==> src/rtl/dual_pair_pkg.sv <==
package dual_pair_pkg;
  localparam int unsigned GPR_N   = 8;
  localparam int unsigned WAYS    = 2;
  localparam int unsigned TAKE_W  = $clog2(WAYS + 1);

  typedef logic [GPR_N-1:0] gpr_mask_t;

  typedef struct packed {
    logic      vld;
    logic      simple;
    logic      imm;
    gpr_mask_t dst;
    gpr_mask_t src;
    gpr_mask_t agu;
  } slot_t;
endpackage

==> src/rtl/pair_rules.sv <==
module pair_rules
  import dual_pair_pkg::*;
(
  input  slot_t older,
  input  slot_t younger,
  output logic  can_pair
);
  gpr_mask_t touch_old;
  gpr_mask_t touch_yng;
  logic      both_simple;
  logic      no_imm;
  logic      disjoint;

  always_comb begin
    touch_old   = older.dst | older.src | older.agu;
    touch_yng   = younger.dst | younger.src | younger.agu;
    both_simple = older.simple & younger.simple;
    no_imm      = ~older.imm & ~younger.imm;
    disjoint    = ~|(touch_old & touch_yng);
    can_pair    = younger.vld & both_simple & no_imm & disjoint;
  end
endmodule

==> src/rtl/agi_tracker.sv <==
module agi_tracker
  import dual_pair_pkg::*;
(
  input  logic      clk,
  input  logic      rst_n,
  input  logic      issued_any,
  input  gpr_mask_t tail_dst,
  input  gpr_mask_t head_agu,
  input  logic      head_vld,
  output logic      hazard
);
  gpr_mask_t last_dst_q;
  gpr_mask_t last_dst_d;

  always_comb begin
    last_dst_d = issued_any ? tail_dst : '0;
    hazard     = head_vld & |(head_agu & last_dst_q);
  end

  always_ff @(posedge clk or negedge rst_n) begin
    if (!rst_n) last_dst_q <= '0;
    else        last_dst_q <= last_dst_d;
  end
endmodule

==> src/rtl/dual_issue_pair_check.sv <==
module dual_issue_pair_check
  import dual_pair_pkg::*;
(
  input  logic              clk,
  input  logic              rst_n,
  input  logic              s0_vld,
  input  logic              s0_simple,
  input  logic              s0_imm,
  input  logic [GPR_N-1:0]  s0_dst,
  input  logic [GPR_N-1:0]  s0_src,
  input  logic [GPR_N-1:0]  s0_agu,
  input  logic              s1_vld,
  input  logic              s1_simple,
  input  logic              s1_imm,
  input  logic [GPR_N-1:0]  s1_dst,
  input  logic [GPR_N-1:0]  s1_src,
  input  logic [GPR_N-1:0]  s1_agu,
  output logic              go_pri,
  output logic              go_sec,
  output logic [TAKE_W-1:0] take_cnt,
  output logic              agi_stall,
  output logic              pair_evt
);
  slot_t     slot_a;
  slot_t     slot_b;
  logic      can_pair;
  logic      hazard;
  gpr_mask_t tail_dst;
  logic      pair_evt_d;

  always_comb begin
    slot_a = '{vld: s0_vld, simple: s0_simple, imm: s0_imm,
               dst: s0_dst, src: s0_src, agu: s0_agu};
    slot_b = '{vld: s1_vld, simple: s1_simple, imm: s1_imm,
               dst: s1_dst, src: s1_src, agu: s1_agu};
  end

  pair_rules u_rules (
    .older    (slot_a),
    .younger  (slot_b),
    .can_pair (can_pair)
  );

  agi_tracker u_agi (
    .clk        (clk),
    .rst_n      (rst_n),
    .issued_any (go_pri),
    .tail_dst   (tail_dst),
    .head_agu   (s0_agu),
    .head_vld   (s0_vld),
    .hazard     (hazard)
  );

  always_comb begin
    agi_stall  = hazard;
    go_pri     = s0_vld & ~hazard;
    go_sec     = go_pri & can_pair;
    take_cnt   = TAKE_W'(go_pri) + TAKE_W'(go_sec);
    tail_dst   = go_sec ? s1_dst : s0_dst;
    pair_evt_d = go_sec;
  end

  always_ff @(posedge clk or negedge rst_n) begin
    if (!rst_n) pair_evt <= 1'b0;
    else        pair_evt <= pair_evt_d;
  end
endmodule

==> config.mk <==
export PLATFORM = sky130hd
export DESIGN_NAME = dual_issue_pair_check
export DESIGN_NICKNAME = d
export VERILOG_FILES = /design/src/rtl/dual_pair_pkg.sv /design/src/rtl/pair_rules.sv /design/src/rtl/agi_tracker.sv /design/src/rtl/dual_issue_pair_check.sv
export SDC_FILE = /design/constraint.sdc
export NUM_CORES = 1
export LEC_CHECK = 0
export BUFFER_PORTS_ARGS = -buffer_cell sky130_fd_sc_hd__buf_2
export CAP_MARGIN = 20
export CORE_MARGIN = 1.5
export CORE_UTILIZATION = 36
export CTS_CLUSTER_DIAMETER = 80
export CTS_CLUSTER_SIZE = 24
export DETAILED_ROUTE_END_ITERATION = 10
export HOLD_SLACK_MARGIN = 0.1
export PLACE_DENSITY = 0.88
export SKIP_CTS_REPAIR_TIMING = 1
export SLEW_MARGIN = 20
export SYNTH_ARGS = -nofsm -noshare
export SYNTH_HDL_FRONTEND = slang
export SYNTH_SLANG_ARGS = --single-unit
==> constraint.sdc <==
create_clock -name clk -period 2.2 [get_ports clk]
set_clock_uncertainty 0.2 [all_clocks]
set_input_delay 0.33 -clock clk [delete_from_list [all_inputs] [get_ports clk]]
set_output_delay 0.33 -clock clk [all_outputs]
set_load 0.1 [all_outputs]
Word-level counts from Yosys, hierarchy flattened:

Index checks and enable logic that the tools add are counted.
W data, S select, Z words.

* add/subtract/negate cells: 1
* mux-type cells: 2
* bitwise operators: 17
* reductions and logical operators: 3

Operators with widths (count)
* $or A8 B8 Y8: 4
* $and A8 B8 Y8: 2
* $mux W8: 2
* $reduce_or A8 Y1: 2
* $and A1 B1 Y1: 8
* $not A1 Y1: 3
* $add A1 B1 Y2: 1
* $logic_not A1 Y1: 1

* bits in registers: 9
* input bits: 56
* output and inout bits: 6
* logic and storage cells: 25

Depth between registers and ports, before layout:

* word-level depth: 9
* depth in mapped cells: 5
* depth with buffers taken out: 4

Hierarchy:

From an unflattened synthesis, not the netlist that was laid out.

* cell total of the unflattened synthesis: 58
* area, all modules: 595.6 um2

Modules (own cells, without submodules)
* agi_tracker: instances 1, cells each 22, area each 292.8 um2, sequential area each 200.2 um2
* dual_issue_pair_check: instances 1, cells each 14, area each 161.4 um2, sequential area each 25.0 um2
* pair_rules: instances 1, cells each 22, area each 141.4 um2, sequential area each 0.0 um2

Worst setup path before layout:

OpenSTA, ideal clock, no wires.

* path kind: in2out
* start: input port s0_vld
* end: output port agi_stall
* arrival time: 3.074 ns
* data required time: 1.670 ns
* slack: -1.404 ns
* cell stages on the path: 3
* path buffers: 2
* cell sequence: clkbuf_1 -> clkbuf_1 -> a21boi_0

* word-level cells in the longest chain between the ends: 1

Ends and longest elaborated chain
* start: declaration: RTL line dual_issue_pair_check.sv:6 `input logic s0_vld,`
* $and A1 B1 Y1: RTL line agi_tracker.sv:17 `hazard = head_vld & |(head_agu & last_dst_q);`
* end: declaration: RTL line dual_issue_pair_check.sv:21 `output logic agi_stall,`

Every way passes these cells.

Final worst setup path:

* start: input port s1_agu[4]
* end: output port go_sec

* word-level cells in the longest chain between the ends: 6

Ends and longest elaborated chain
* start: declaration: RTL line dual_issue_pair_check.sv:17 `input logic [GPR_N-1:0] s1_agu,`
* $or A8 B8 Y8: RTL line pair_rules.sv:16 `touch_yng = younger.dst | younger.src | younger.agu;`
* $and A8 B8 Y8: RTL line pair_rules.sv:19 `disjoint = ~|(touch_old & touch_yng);`
* $reduce_or A8 Y1: RTL line pair_rules.sv:19
* $logic_not A1 Y1: RTL line pair_rules.sv:19
* $and A1 B1 Y1: RTL line pair_rules.sv:20 `can_pair = younger.vld & both_simple & no_imm & disjoint;`
* $and A1 B1 Y1: RTL line dual_issue_pair_check.sv:57 `go_sec = go_pri & can_pair;`
* end: declaration: RTL line dual_issue_pair_check.sv:19 `output logic go_sec,`

Every way passes these cells.

==> results.yml <==
clocking:
  clkLatencyLatePin_ps: 270
  cts_tree: "yes"
  cts.path.max_buffers: 2
  cts_sinks: 9
  cts_root_buf: "clkbuf_4"
  htreeDepth: 1
  cts_buffers: 3
  path_clk_slew_ps: 70
grt:
  grt_usage: 0.249
  overflow: 0
  grt_pass1_vias: 916
  grt_pass1_wl_um: 3680
  grt_start_max_net_pins: 18
  antenna_found_initial: 0
worst_setup_path:
  r2r-end: "u_agi.last_dst_q[7]$_DFF_PN0_"
  worst_ep_arrival_time_ps: 1910
  crit_buf_inv: 3
  cp-startpoint: "s1_agu[4]"
  path_cells: "buf_6 > or3_4 > a222oi_1 > nand4_1 > buf_4 > nor2_4 > buf_12"
  path_max_fanout: 2
  ff2ff_path_depth: 7
  crit_path_top_delay_cell: "a222oi_1"
  endpoint_kind: "output pin"
  worstPathRequired_ps: 1670
  critPathKind: "in -> out"
  critical-path-max-stage-delay_ps: 450
  crit_family: "simple AND/OR/NAND/NOR gates"
  critPathLaunchType: "primary input"
  r2r_setup_slack_ps: 330
  r2r_start: "u_agi.last_dst_q[0]$_DFF_PN0_"
timing:
  fin_tns_setup_ps: -579
  clock.fmax_ghz: 0.409
  hold_ws_ps: 143
  finalSetupViolations: 4
  drv_slew: 0
  slew_headroom: 0.679
  tightest_slew_ps: 485
  rsz0062_at_grt: "true"
  layout_setup_ws_ps: -243
  fin_crit_sh: 1.11
  hold_viol: 0
  post-route-min-period_ps: 2440
floorplanning:
  design.core.area_sq_um: 1750
  placementRows: 15
  die_h_um: 46.4
  io_pins: 62
  initial_core_util: 0.389
  die_area_sq_um: 2160
  die_w_um: 46.4
pwr:
  ir_drop_v: 0.000377
  power.density_nw_per_um2: 493
  power.leakage_nw: 0.630
  power_uw: 668
logic_synthesis:
  synthTopCellsByArea: "dfrtp_1, nand4_1, mux2i_1"
  yosys_most_used_dff: "dfrtp_1"
  synthArstFlopShare: 1.00
  yosysSeqAreaShare: 0.331
  synth_seq_cells: 9
  synth.most_common_cell: "nand4_1"
  synth_area_sq_um: 679
  syn-num-nets: 127
  yosysTopAreaCell: "dfrtp_1"
  synth_common_cells: "nand4_1, dfrtp_1, mux2i_1, nor3_1, or3_1"
  netlist_instances: 71
  synth_edf_count: 0
  avgSynthCellArea_sq_um: 9.57
  synth_cell_type_count: 19
  synth.top_cell.area_share: 0.331
  synth_warnings: 0
detailed_routing:
  vias: 946
  ant_nets: 0
  drt_iter0_markers: 25
  vias_per_cell: 5.28
  drt_pass1_iterations: 4
  wl_per_cell_um: 15.1
  drc: 0
  wl_um: 2710
run:
  maxCapViolCount: 0
min_path:
  hp-start: "s0_dst[0]"
  hp-class: "in -> reg"
  holdPathStages: 3
  hold_end: "u_agi.last_dst_q[0]$_DFF_PN0_"
layout:
  instances_no_fill: 179
  fin_nets: 211
  postLayoutCellArea_sq_um: 1360
  num_antenna_cells: 0
  utilization: 0.777
  area_delta_synth_final_pct: 99.6
  layout-drive-gt1-share: 0.643
placed_design:
  gp_congestion: 0.774
  pre_cts_slack_ps: -261
  numPortBuffers: 61
  dp_cells: 170
  hpwl_um: 2090
  placed_area_sq_um: 1230
outcome:
  failed_checks: "setup timing"
  status: "finished with violations"
report_power, final:
part | internal, mW | total (mW) | switching [mW]
registers | 0.179 | 0.187 | 0.00787
logic | 0.161 | 0.344 | 0.183
clock network | 0.0674 | 0.137 | 0.0700
placed cells by master, fill, tap and decap left out, types with 2 or more instances in the layout:
master and instances:
buf_2 54, buf_4 20, nand4_1 17, dfrtp_1 9
nor3_1 8, mux2i_1 8, or3_1 6, buf_12 5
buf_6 4, nor2_4 3, clkbuf_4 3, a22o_1 2
a221oi_4 2, or3_4 2, o22a_1 2
final cells by class:
cell class	instances	area (sq um)
clock inverters	1	5.00
inverters	1	7.51
multi-input cells	56	489
well taps	25	31.3
repair buffers	84	576
flip-flops and latches	9	225
clock buffers	3	22.5
fillers	113	389
worst reg2reg max path: stages, from the launching register on:
cell      delay, ps
dfrtp_1         380
a22o_1          230
a221oi_4        250
buf_4           170
buf_6           120
buf_4           160
nand4_1         100
mux2i_1         170
registers in the layout, indices dropped and copies added (netlist names):
| signal | flops |
|---|---|
| u_agi.last_dst_q | 8 |
| pair_evt | 1 |
per-layer routing:
metal | vias to the layer above | wire [um] | track usage
li1 | 460 | - | -
met1 | 433 | 1040 | 0.264
met2 | 47 | 1460 | 0.458
met3 | 6 | 171 | 0.0510
met4 | 0 | 40 | 0.120
met5 | - | 0 | 0
logic make-up (layout without fill, tap and decap cells):
logic type             count (synthesis)  count (layout)  synth area share
AO/OA/AOI/OAI                          9               9             0.162
buffers and inverters                  6              89            0.0479
multiplexers                           8               8             0.118
AND/OR/NAND/NOR                       39              39             0.341
flip-flops                             9               9             0.331
worst max-delay path by stage:
stage | depth (start not counted) | end | slack [ps]
5_1_grt | 7 | go_sec | -310
3_5_place_dp | 6 | take_cnt[0] | -260
2_1_floorplan | 4 | go_sec | -200
3_3_place_gp | 7 | go_sec | -260
4_1_cts | 6 | take_cnt[0] | -270
6_report | 7 | go_sec | -240
No activity file was read; power rests on OpenSTA's default activity.
